===== config.mk =====
export PLATFORM = sky130hd
export DESIGN_NAME = mac_data_unit
export DESIGN_NICKNAME = d
export VERILOG_FILES = /design/src/rtl/mac_pkg.sv /design/src/rtl/mac_input_regs.sv /design/src/rtl/mac_multiplier.sv /design/src/rtl/mac_acc_alu.sv /design/src/rtl/mac_acc_reg.sv /design/src/rtl/mac_data_unit.sv
export SDC_FILE = /design/constraint.sdc
export NUM_CORES = 2
export LEC_CHECK = 0
export ABC_AREA = 1
export BUFFER_PORTS_ARGS = -buffer_cell sky130_fd_sc_hd__clkbuf_2
export CAP_MARGIN = 10
export CELL_PAD_IN_SITES_DETAIL_PLACEMENT = 0
export CELL_PAD_IN_SITES_GLOBAL_PLACEMENT = 1
export CORE_ASPECT_RATIO = 1.25
export CORE_UTILIZATION = 49
export DETAILED_ROUTE_END_ITERATION = 10
export GPL_ROUTABILITY_DRIVEN = 0
export PLACE_DENSITY = 0.82
export SLEW_MARGIN = 20
export SYNTH_ARGS = -nofsm -noshare
export SYNTH_HDL_FRONTEND = slang
export SYNTH_SLANG_ARGS = --single-unit

===== constraint.sdc =====
create_clock -name clk_i -period 13.5 [get_ports clk_i]
set_input_delay 2.025 -clock clk_i [delete_from_list [all_inputs] [get_ports clk_i]]
set_output_delay 2.025 -clock clk_i [all_outputs]
set_load 0.005 [all_outputs]

===== src/rtl/mac_pkg.sv =====
package mac_pkg;

  localparam int unsigned REG_AW = 4;

  typedef enum logic [3:0] {
    OP_NOP = 4'd0,
    OP_MPY = 4'd1,
    OP_MAC = 4'd2,
    OP_ADD = 4'd3,
    OP_SUB = 4'd4,
    OP_RND = 4'd5,
    OP_AND = 4'd6,
    OP_OR  = 4'd7,
    OP_EOR = 4'd8
  } mac_op_e;

  localparam logic [REG_AW-1:0] RA_X0    = 4'd0;
  localparam logic [REG_AW-1:0] RA_X1    = 4'd1;
  localparam logic [REG_AW-1:0] RA_Y0    = 4'd2;
  localparam logic [REG_AW-1:0] RA_Y1    = 4'd3;
  localparam logic [REG_AW-1:0] RA_A_LO  = 4'd4;
  localparam logic [REG_AW-1:0] RA_A_MID = 4'd5;
  localparam logic [REG_AW-1:0] RA_A_EXT = 4'd6;
  localparam logic [REG_AW-1:0] RA_B_LO  = 4'd7;
  localparam logic [REG_AW-1:0] RA_B_MID = 4'd8;
  localparam logic [REG_AW-1:0] RA_B_EXT = 4'd9;

  typedef struct packed {
    logic e;
    logic n;
    logic z;
    logic v;
    logic c;
  } mac_flags_t;

endpackage


===== src/rtl/mac_input_regs.sv =====
module mac_input_regs
  import mac_pkg::*;
#(
  parameter int unsigned DW = 16
) (
  input  logic              clk_i,
  input  logic              rst_ni,
  input  logic              we_i,
  input  logic [REG_AW-1:0] addr_i,
  input  logic [DW-1:0]     wdata_i,
  input  logic [1:0]        sel_a_i,
  input  logic [1:0]        sel_b_i,
  input  logic              pair_y_i,
  output logic [DW-1:0]     opa_o,
  output logic [DW-1:0]     opb_o,
  output logic [2*DW-1:0]   pair_o,
  output logic [DW-1:0]     rd_o
);

  localparam int unsigned NREG = 4;

  logic [DW-1:0] r [NREG];

  for (genvar g = 0; g < NREG; g++) begin : g_in
    logic [DW-1:0] q;
    always_ff @(posedge clk_i or negedge rst_ni) begin
      if (!rst_ni)                                q <= '0;
      else if (we_i && addr_i == REG_AW'(g))      q <= wdata_i;
    end
    assign r[g] = q;
  end

  assign opa_o  = r[sel_a_i];
  assign opb_o  = r[sel_b_i];
  // index 1/0 form X, 3/2 form Y
  assign pair_o = pair_y_i ? {r[3], r[2]} : {r[1], r[0]};
  assign rd_o   = r[addr_i[1:0]];

endmodule


===== src/rtl/mac_multiplier.sv =====
module mac_multiplier #(
  parameter int unsigned DW = 16,
  parameter int unsigned EW = 8
) (
  input  logic [DW-1:0]      a_i,
  input  logic [DW-1:0]      b_i,
  input  logic               uns_i,
  output logic [EW+2*DW-1:0] prod_o
);

  localparam int unsigned PW = 2 * DW;
  localparam int unsigned AW = EW + PW;

  logic [PW-1:0] a_x, b_x, p_raw;
  logic [AW-1:0] p_ext;

  // extend operands to full product width; low PW bits of the product are exact
  assign a_x   = uns_i ? {{DW{1'b0}}, a_i} : {{DW{a_i[DW-1]}}, a_i};
  assign b_x   = uns_i ? {{DW{1'b0}}, b_i} : {{DW{b_i[DW-1]}}, b_i};
  assign p_raw = a_x * b_x;
  assign p_ext = uns_i ? {{EW{1'b0}}, p_raw} : {{EW{p_raw[PW-1]}}, p_raw};
  // fractional alignment: binary point at bit PW-1
  assign prod_o = {p_ext[AW-2:0], 1'b0};

endmodule


===== src/rtl/mac_acc_alu.sv =====
module mac_acc_alu
  import mac_pkg::*;
#(
  parameter int unsigned DW = 16,
  parameter int unsigned EW = 8
) (
  input  logic [3:0]         op_i,
  input  logic [EW+2*DW-1:0] acc_i,
  input  logic [EW+2*DW-1:0] prod_i,
  input  logic [2*DW-1:0]    pair_i,
  input  logic [DW-1:0]      lsrc_i,
  input  logic               conv_i,
  input  mac_flags_t         flags_i,
  output logic [EW+2*DW-1:0] res_o,
  output mac_flags_t         flags_o,
  output logic               act_o
);

  localparam int unsigned AW = EW + 2 * DW;
  localparam int unsigned UW = EW + 1;
  localparam logic [AW-1:0] HALF = {{(AW-DW){1'b0}}, 1'b1, {(DW-1){1'b0}}};

  logic [AW-1:0] pair_ext, addend, b_op;
  logic [AW:0]   sum;
  logic          sub, carry, ovf;
  logic [DW-1:0] msp, lres;
  logic [UW-1:0] upper;

  assign pair_ext = {{EW{pair_i[2*DW-1]}}, pair_i};
  assign msp      = acc_i[2*DW-1:DW];

  always_comb begin
    sub    = 1'b0;
    addend = '0;
    unique case (op_i)
      OP_MAC:  addend = prod_i;
      OP_ADD:  addend = pair_ext;
      OP_SUB:  begin addend = pair_ext; sub = 1'b1; end
      OP_RND:  addend = HALF;
      default: addend = '0;
    endcase
  end

  assign b_op  = sub ? ~addend : addend;
  assign sum   = {1'b0, acc_i} + {1'b0, b_op} + {{AW{1'b0}}, sub};
  assign carry = sub ? ~sum[AW] : sum[AW];
  assign ovf   = (acc_i[AW-1] == b_op[AW-1]) && (sum[AW-1] != acc_i[AW-1]);

  always_comb begin
    lres = msp;
    unique case (op_i)
      OP_AND:  lres = msp & lsrc_i;
      OP_OR:   lres = msp | lsrc_i;
      OP_EOR:  lres = msp ^ lsrc_i;
      default: lres = msp;
    endcase
  end

  always_comb begin
    res_o = acc_i;
    act_o = 1'b1;
    unique case (op_i)
      OP_MPY: res_o = prod_i;
      OP_MAC, OP_ADD, OP_SUB: res_o = sum[AW-1:0];
      OP_RND: begin
        res_o = {sum[AW-1:DW], {DW{1'b0}}};
        if (conv_i && acc_i[DW-1:0] == HALF[DW-1:0]) res_o[DW] = 1'b0;
      end
      OP_AND, OP_OR, OP_EOR: res_o = {acc_i[AW-1:2*DW], lres, acc_i[DW-1:0]};
      default: act_o = 1'b0;
    endcase
  end

  assign upper = res_o[AW-1:AW-UW];

  always_comb begin
    flags_o = flags_i;
    unique case (op_i)
      OP_MPY, OP_MAC, OP_ADD, OP_SUB, OP_RND: begin
        flags_o.e = !((&upper) || (~|upper));
        flags_o.n = res_o[AW-1];
        flags_o.z = (res_o == '0);
        flags_o.v = (op_i == OP_MPY) ? 1'b0 : ovf;
        flags_o.c = (op_i == OP_MPY) ? 1'b0 : carry;
      end
      OP_AND, OP_OR, OP_EOR: begin
        flags_o.n = lres[DW-1];
        flags_o.z = (lres == '0);
        flags_o.v = 1'b0;
      end
      default: flags_o = flags_i;
    endcase
  end

endmodule


===== src/rtl/mac_acc_reg.sv =====
module mac_acc_reg #(
  parameter int unsigned DW = 16,
  parameter int unsigned EW = 8
) (
  input  logic               clk_i,
  input  logic               rst_ni,
  input  logic               load_i,
  input  logic [EW+2*DW-1:0] load_val_i,
  input  logic               wr_i,
  input  logic [1:0]         part_i,
  input  logic [DW-1:0]      wdata_i,
  output logic [EW+2*DW-1:0] q_o
);

  localparam int unsigned AW = EW + 2 * DW;

  always_ff @(posedge clk_i or negedge rst_ni) begin
    if (!rst_ni) begin
      q_o <= '0;
    end else if (load_i) begin
      q_o <= load_val_i;  // operation result beats a port write
    end else if (wr_i) begin
      unique case (part_i)
        2'd0:    q_o[DW-1:0]    <= wdata_i;
        2'd1:    q_o[2*DW-1:DW] <= wdata_i;
        2'd2:    q_o[AW-1:2*DW] <= wdata_i[EW-1:0];
        default: q_o <= q_o;
      endcase
    end
  end

endmodule


===== src/rtl/mac_data_unit.sv =====
module mac_data_unit
  import mac_pkg::*;
#(
  parameter int unsigned DW = 16,
  parameter int unsigned EW = 8
) (
  input  logic              clk_i,
  input  logic              rst_ni,
  input  logic              op_valid_i,
  input  logic [3:0]        op_i,
  input  logic              acc_sel_i,
  input  logic [1:0]        src_a_i,
  input  logic [1:0]        src_b_i,
  input  logic              unsigned_i,
  input  logic              round_mode_i,
  input  logic              reg_we_i,
  input  logic [REG_AW-1:0] reg_addr_i,
  input  logic [DW-1:0]     reg_wdata_i,
  output logic [DW-1:0]     reg_rdata_o,
  output logic [4:0]        flags_o
);

  localparam int unsigned AW    = EW + 2 * DW;
  localparam int unsigned NACC  = 2;
  localparam int unsigned NPART = 3;

  logic [DW-1:0]   opa, opb, in_rd;
  logic [2*DW-1:0] pair;
  logic [AW-1:0]   prod, acc_cur, res;
  logic [AW-1:0]   acc_q [NACC];
  logic [AW-1:0]   acc_a, acc_b;
  logic            act, fire;
  mac_flags_t      flags_q, flags_nxt;

  mac_input_regs #(.DW(DW)) i_in_regs (
    .clk_i    (clk_i),
    .rst_ni   (rst_ni),
    .we_i     (reg_we_i),
    .addr_i   (reg_addr_i),
    .wdata_i  (reg_wdata_i),
    .sel_a_i  (src_a_i),
    .sel_b_i  (src_b_i),
    .pair_y_i (src_a_i[1]),
    .opa_o    (opa),
    .opb_o    (opb),
    .pair_o   (pair),
    .rd_o     (in_rd)
  );

  mac_multiplier #(.DW(DW), .EW(EW)) i_mult (
    .a_i    (opa),
    .b_i    (opb),
    .uns_i  (unsigned_i),
    .prod_o (prod)
  );

  assign acc_cur = acc_q[acc_sel_i];

  mac_acc_alu #(.DW(DW), .EW(EW)) i_alu (
    .op_i    (op_i),
    .acc_i   (acc_cur),
    .prod_i  (prod),
    .pair_i  (pair),
    .lsrc_i  (opa),
    .conv_i  (!round_mode_i),
    .flags_i (flags_q),
    .res_o   (res),
    .flags_o (flags_nxt),
    .act_o   (act)
  );

  assign fire = op_valid_i && act;

  for (genvar k = 0; k < NACC; k++) begin : g_acc
    localparam logic [REG_AW-1:0] BASE = REG_AW'(RA_A_LO + NPART * k);
    localparam logic [REG_AW-1:0] LAST = REG_AW'(RA_A_LO + NPART * k + NPART - 1);
    logic          hit, load;
    logic [1:0]    part;
    logic [AW-1:0] q;

    assign hit  = reg_we_i && (reg_addr_i >= BASE) && (reg_addr_i <= LAST);
    assign part = 2'(reg_addr_i - BASE);
    assign load = fire && (acc_sel_i == 1'(k));

    mac_acc_reg #(.DW(DW), .EW(EW)) i_acc (
      .clk_i      (clk_i),
      .rst_ni     (rst_ni),
      .load_i     (load),
      .load_val_i (res),
      .wr_i       (hit),
      .part_i     (part),
      .wdata_i    (reg_wdata_i),
      .q_o        (q)
    );
    assign acc_q[k] = q;
  end

  assign acc_a = acc_q[0];
  assign acc_b = acc_q[1];

  always_ff @(posedge clk_i or negedge rst_ni) begin
    if (!rst_ni)   flags_q <= '0;
    else if (fire) flags_q <= flags_nxt;
  end

  assign flags_o = flags_q;

  always_comb begin
    unique case (reg_addr_i)
      RA_X0, RA_X1, RA_Y0, RA_Y1: reg_rdata_o = in_rd;
      RA_A_LO:  reg_rdata_o = acc_a[DW-1:0];
      RA_A_MID: reg_rdata_o = acc_a[2*DW-1:DW];
      RA_A_EXT: reg_rdata_o = {{(DW-EW){acc_a[AW-1]}}, acc_a[AW-1:2*DW]};
      RA_B_LO:  reg_rdata_o = acc_b[DW-1:0];
      RA_B_MID: reg_rdata_o = acc_b[2*DW-1:DW];
      RA_B_EXT: reg_rdata_o = {{(DW-EW){acc_b[AW-1]}}, acc_b[AW-1:2*DW]};
      default:  reg_rdata_o = '0;
    endcase
  end

endmodule


==> results summary <==
The post-route clock skew is 9.98 ps. The gate count after technology mapping is 3,628. The number of routed nets with antenna violations is 0. The largest individual stage delay along the critical path comes from the cell sky130_fd_sc_hd__fa_1. In the synthesized netlist the dominant register cell turns out to be sky130_fd_sc_hd__dfrtp_1.

The number of hold violations in the final report was 0. The via count came out at between 20,000 and 30,000. Counting the buffers created by CTS gives 17. The clock slew at the register clock pins of the worst setup and hold paths is approximately 70 ps. Relative to the synthesized area, the layout overhead comes to 7.17%. The normalized max-slew margin came out at 0.241.

The count of unique library cells instantiated by Yosys came out at 58. The count of buffers inserted at the top-level ports came out at 55. The kind of path behind the tightest hold check is flip-flop to flip-flop. During I/O placement, the number of pins put on the boundary was between 50 and 60.

The net count after synthesis is approximately 4,200. The number of placed instances, taps included came out at 4,309. The post-route cell area is 28,200 um^2. The H-tree depth reported by CTS came out at 4. The chip height came out at between 200 and 300 um. The via count of the first global-routing pass is 25,659.

The slew at the pin closest to its max-slew limit is approximately 1100 ps. The post-layout total power came out at between 7 and 8 mW. STA classifies the critical path startpoint as an input port. The total core area came out at between 50,000 and 60,000 um^2.

Of the cells placed in the final design, the portion with a size suffix greater than 1 is 0.0641. The max capacitance violation total came out at 0. After detailed routing, the number of remaining DRC violations is 0. The internal power contribution came out at between 3 and 4 mW.

The horizontal die dimension is 209 um. The starting density of the core is 0.498. The per-cell routed wire length came out at 22.5 um.

The die covers around 55,000 um^2. Across the VDD grid, the largest voltage drop is 266 uV. The detailed placement HPWL came out at 79.5 mm.

The remaining global-route overflow is 0. STA classifies the critical path endpoint as a flip-flop. The pin count of the biggest net entering global routing is 86. The number of vias per cell came out at 5.84.

Final hold analysis gives a worst-case slack of 484 ps. The data arrival time at the worst-slack endpoint is 13,250 ps. The total of hold buffers inserted after clock tree synthesis came out at 0. The total count of max-transition violations in the final report was 0. The number of nets in the final layout came out at approximately 4,200. The power per cell area came out at 282 nW/um^2. The total number of yosys warnings came out at 0. In this run, synthesis produced a sequential element count of between 100 and 150. The post-synthesis instance area is 26,400 um^2. The share of synthesized registers carrying an async set or reset is 1.00. TritonCTS built the clock tree.

Of the synthesized area, sequential elements account for 0.141. The number of antenna violations at the first check in global routing came out at 1. The root buffer cell is sky130_fd_sc_hd__clkbuf_16. The row count came out at 94.

The share of the clock period used by the worst path came out at 0.957. The sequential power share is 0.090. The DRC violation total after the first TritonRoute iteration came out at between 2,000 and 3,000.

The time the worst path needs with I/O delays and setup is 12,920 ps. The first detailed-routing pass took 7 iterations. The largest buffer count on any clock path came out at 2. The total setup violations reported at the end of the flow came out at 0. The clock reaches the later pin of the worst-skew pair after around 440 ps. The switching fraction of total power came out at 0.584. The global-route wire length before repair came out at 150 mm. The clock group share of total power is 0.065. The global-route usage over all layers is 0.364. The aggregate routed wire length is 97.5 mm. The largest fanout on the critical path came out at 24.

The static leakage is 15.8 nW. The cell occurring most often along the worst timing path is sky130_fd_sc_hd__nand2_1. The total clock sinks is between 100 and 150. Post-CTS timing repair inserted 0 buffers for setup.

The highest clock frequency the design can meet is a little under 0.08 GHz. The final non-filler cell total came out at 4,342. The delay of the slowest critical-path stage came out at 540 ps. Setup repair after global routing left no endpoint under its margin. The cell area after placement is 27,600 um^2. Data on the critical path is required at its endpoint by 13,830 ps. The post-route setup TNS is 0 ps. The switching power came out at ~4.7 mW. The mean instance size in the synthesized netlist came out at 7.26 um^2. The flow ran to the end, and the final reports show no timing, DRC or antenna violations.

The worst setup path is of the input port to flip-flop kind. The share of total power dissipated in combinational logic is 0.845. Yosys mapped a number of flops with a built-in enable equal to 0.
Yosys cell counts, types with 4 or more instances:
cell type                   number  area (um^2)
sky130_fd_sc_hd__o221ai_1       68          596
sky130_fd_sc_hd__ha_1          199         2490
sky130_fd_sc_hd__nand2_1       944         3540
sky130_fd_sc_hd__nand3b_1        4         30.0
sky130_fd_sc_hd__a31oi_1         4         25.0
sky130_fd_sc_hd__clkinv_1        4         15.0
sky130_fd_sc_hd__fa_1          334         6690
sky130_fd_sc_hd__nand3_1        95          475
sky130_fd_sc_hd__a22oi_1         8         60.1
sky130_fd_sc_hd__o21ai_0       205         1030
sky130_fd_sc_hd__nand3_2         4         40.0
sky130_fd_sc_hd__buf_4           4         30.0
sky130_fd_sc_hd__buf_2           7         35.0
sky130_fd_sc_hd__a32o_1          7         70.1
sky130_fd_sc_hd__o311ai_0        4         35.0
sky130_fd_sc_hd__o22ai_1        25          156
sky130_fd_sc_hd__buf_1          10         37.5
sky130_fd_sc_hd__a22o_1          9         78.8
sky130_fd_sc_hd__xnor2_1        27          236
sky130_fd_sc_hd__o211ai_1       41          308
sky130_fd_sc_hd__a21o_1          5         37.5
sky130_fd_sc_hd__inv_2           8         30.0
sky130_fd_sc_hd__o21ai_1        14         70.1
sky130_fd_sc_hd__clkbuf_1      108          405
sky130_fd_sc_hd__xor2_1         54          473
sky130_fd_sc_hd__o2111ai_1      13          114
sky130_fd_sc_hd__nor4_1         10         62.6
sky130_fd_sc_hd__inv_1         789         2960
sky130_fd_sc_hd__a21oi_1       146          731
sky130_fd_sc_hd__a221oi_1       23          201
sky130_fd_sc_hd__dfrtp_1       149         3730
sky130_fd_sc_hd__a32oi_1        12          105
sky130_fd_sc_hd__nor2_1        190          713
sky130_fd_sc_hd__nor3_1         12         60.1
sky130_fd_sc_hd__nand2_2        13         81.3
sky130_fd_sc_hd__nand4_1        23          144
sky130_fd_sc_hd__or2_2          16          100
kinds of logic after synthesis:
kind of cell,Yosys count,synth area share
AO/OA/AOI/OAI,609,0.145
XOR/XNOR,81,0.0269
adder cells (fa/ha/maj),533,0.348
buffers and inverters,932,0.134
flip-flops,149,0.141
multiplexers,1,0.000427
AND/OR/NAND/NOR,1323,0.204
timing repair:
action                                 in CTS  in global routing
setup endpoints to repair                   0                  1
resized for setup                           0                  8
endpoints found under the hold margin       0                  0
registers in the layout (all words and copies together), names as in the netlist:
| register | cells |
|---|---|
| i_in_regs.g_in.q | 64 |
| g_acc.i_acc.q_o | 80 |
| flags_o | 5 |
worst paths after layout:
check	startpoint	endpoint	slack, ps	depth (start not counted)
setup / recovery	src_a_i[1]	flags_o[4]	580	50
hold / removal	flags_o[3]	flags_o[3]	480	2
setup reg to reg	i_in_regs.g_in[3].q[11]	flags_o[4]	2280	48
hold reg to reg	flags_o[3]	flags_o[3]	480	2
max in group asynchronous	rst_ni	g_acc[1].i_acc.q_o[17]	10440	2
min in group asynchronous	rst_ni	i_in_regs.g_in[3].q[4]	1650	1
placed cells by master, fill, tap and decap left out, types with 25 or more instances in the layout:
master,n
sky130_fd_sc_hd__inv_1,788
sky130_fd_sc_hd__ha_1,199
sky130_fd_sc_hd__buf_4,85
sky130_fd_sc_hd__o221ai_1,68
sky130_fd_sc_hd__dfrtp_1,149
sky130_fd_sc_hd__nand2_1,942
sky130_fd_sc_hd__nand3_1,95
sky130_fd_sc_hd__fa_1,334
sky130_fd_sc_hd__o22ai_1,25
sky130_fd_sc_hd__o21ai_0,203
sky130_fd_sc_hd__nor2_1,189
sky130_fd_sc_hd__a21oi_1,146
sky130_fd_sc_hd__xor2_1,54
sky130_fd_sc_hd__clkbuf_2,53
sky130_fd_sc_hd__o211ai_1,41
sky130_fd_sc_hd__xnor2_1,27
through the flow:
step | setup slack, ps | utilization
2_1_floorplan | 1760 | -
3_3_place_gp | 393 | 0.521
3_5_place_dp | 278 | 0.521
4_1_cts | 701 | 0.533
5_1_grt | 34.7 | 0.534
6_report | 578 | 0.534
critical path, delay by kind of cell:
kind / cells / cell delay [ps]
AOI/OAI and AO/OA: 14 / 2900
xor gates and xnor gates: 2 / 500
and+or+nand+nor: 14 / 1910
buffers and inverters: 10 / 1240
adders and majority gates: 10 / 4620
power groups by stage:
stage               logic (mW)  registers [mW]  clock network [mW]
finish                    6.73           0.716               0.522
global route              7.47           0.727               0.540
CTS                       6.67           0.708               0.524
detailed placement        6.56           0.715                   0
global placement          6.54           0.712                   0
floorplan                 4.67           0.669                   0
layout make-up:
cell class / instances / area [um^2]
fillers: 5179 / 24700
multi-input cells: 2547 / 19100
flip-flops and latches: 149 / 3730
inverters: 801 / 3010
repair buffers: 140 / 920
well taps: 672 / 841
clock buffers: 19 / 443
clock inverters: 13 / 195
diodes: 1 / 2.50
routing by layer:
metal / up-vias / part of all wire / GRT usage
met5: - / 0 / 0
met3: 357 / 0.072 / 0.0463
met2: 1301 / 0.47 / 0.605
li1: 11414 / - / -
met1: 12265 / 0.38 / 0.439
met4: 0 / 0.083 / 0.260
Power figures use the tool's default switching activity.
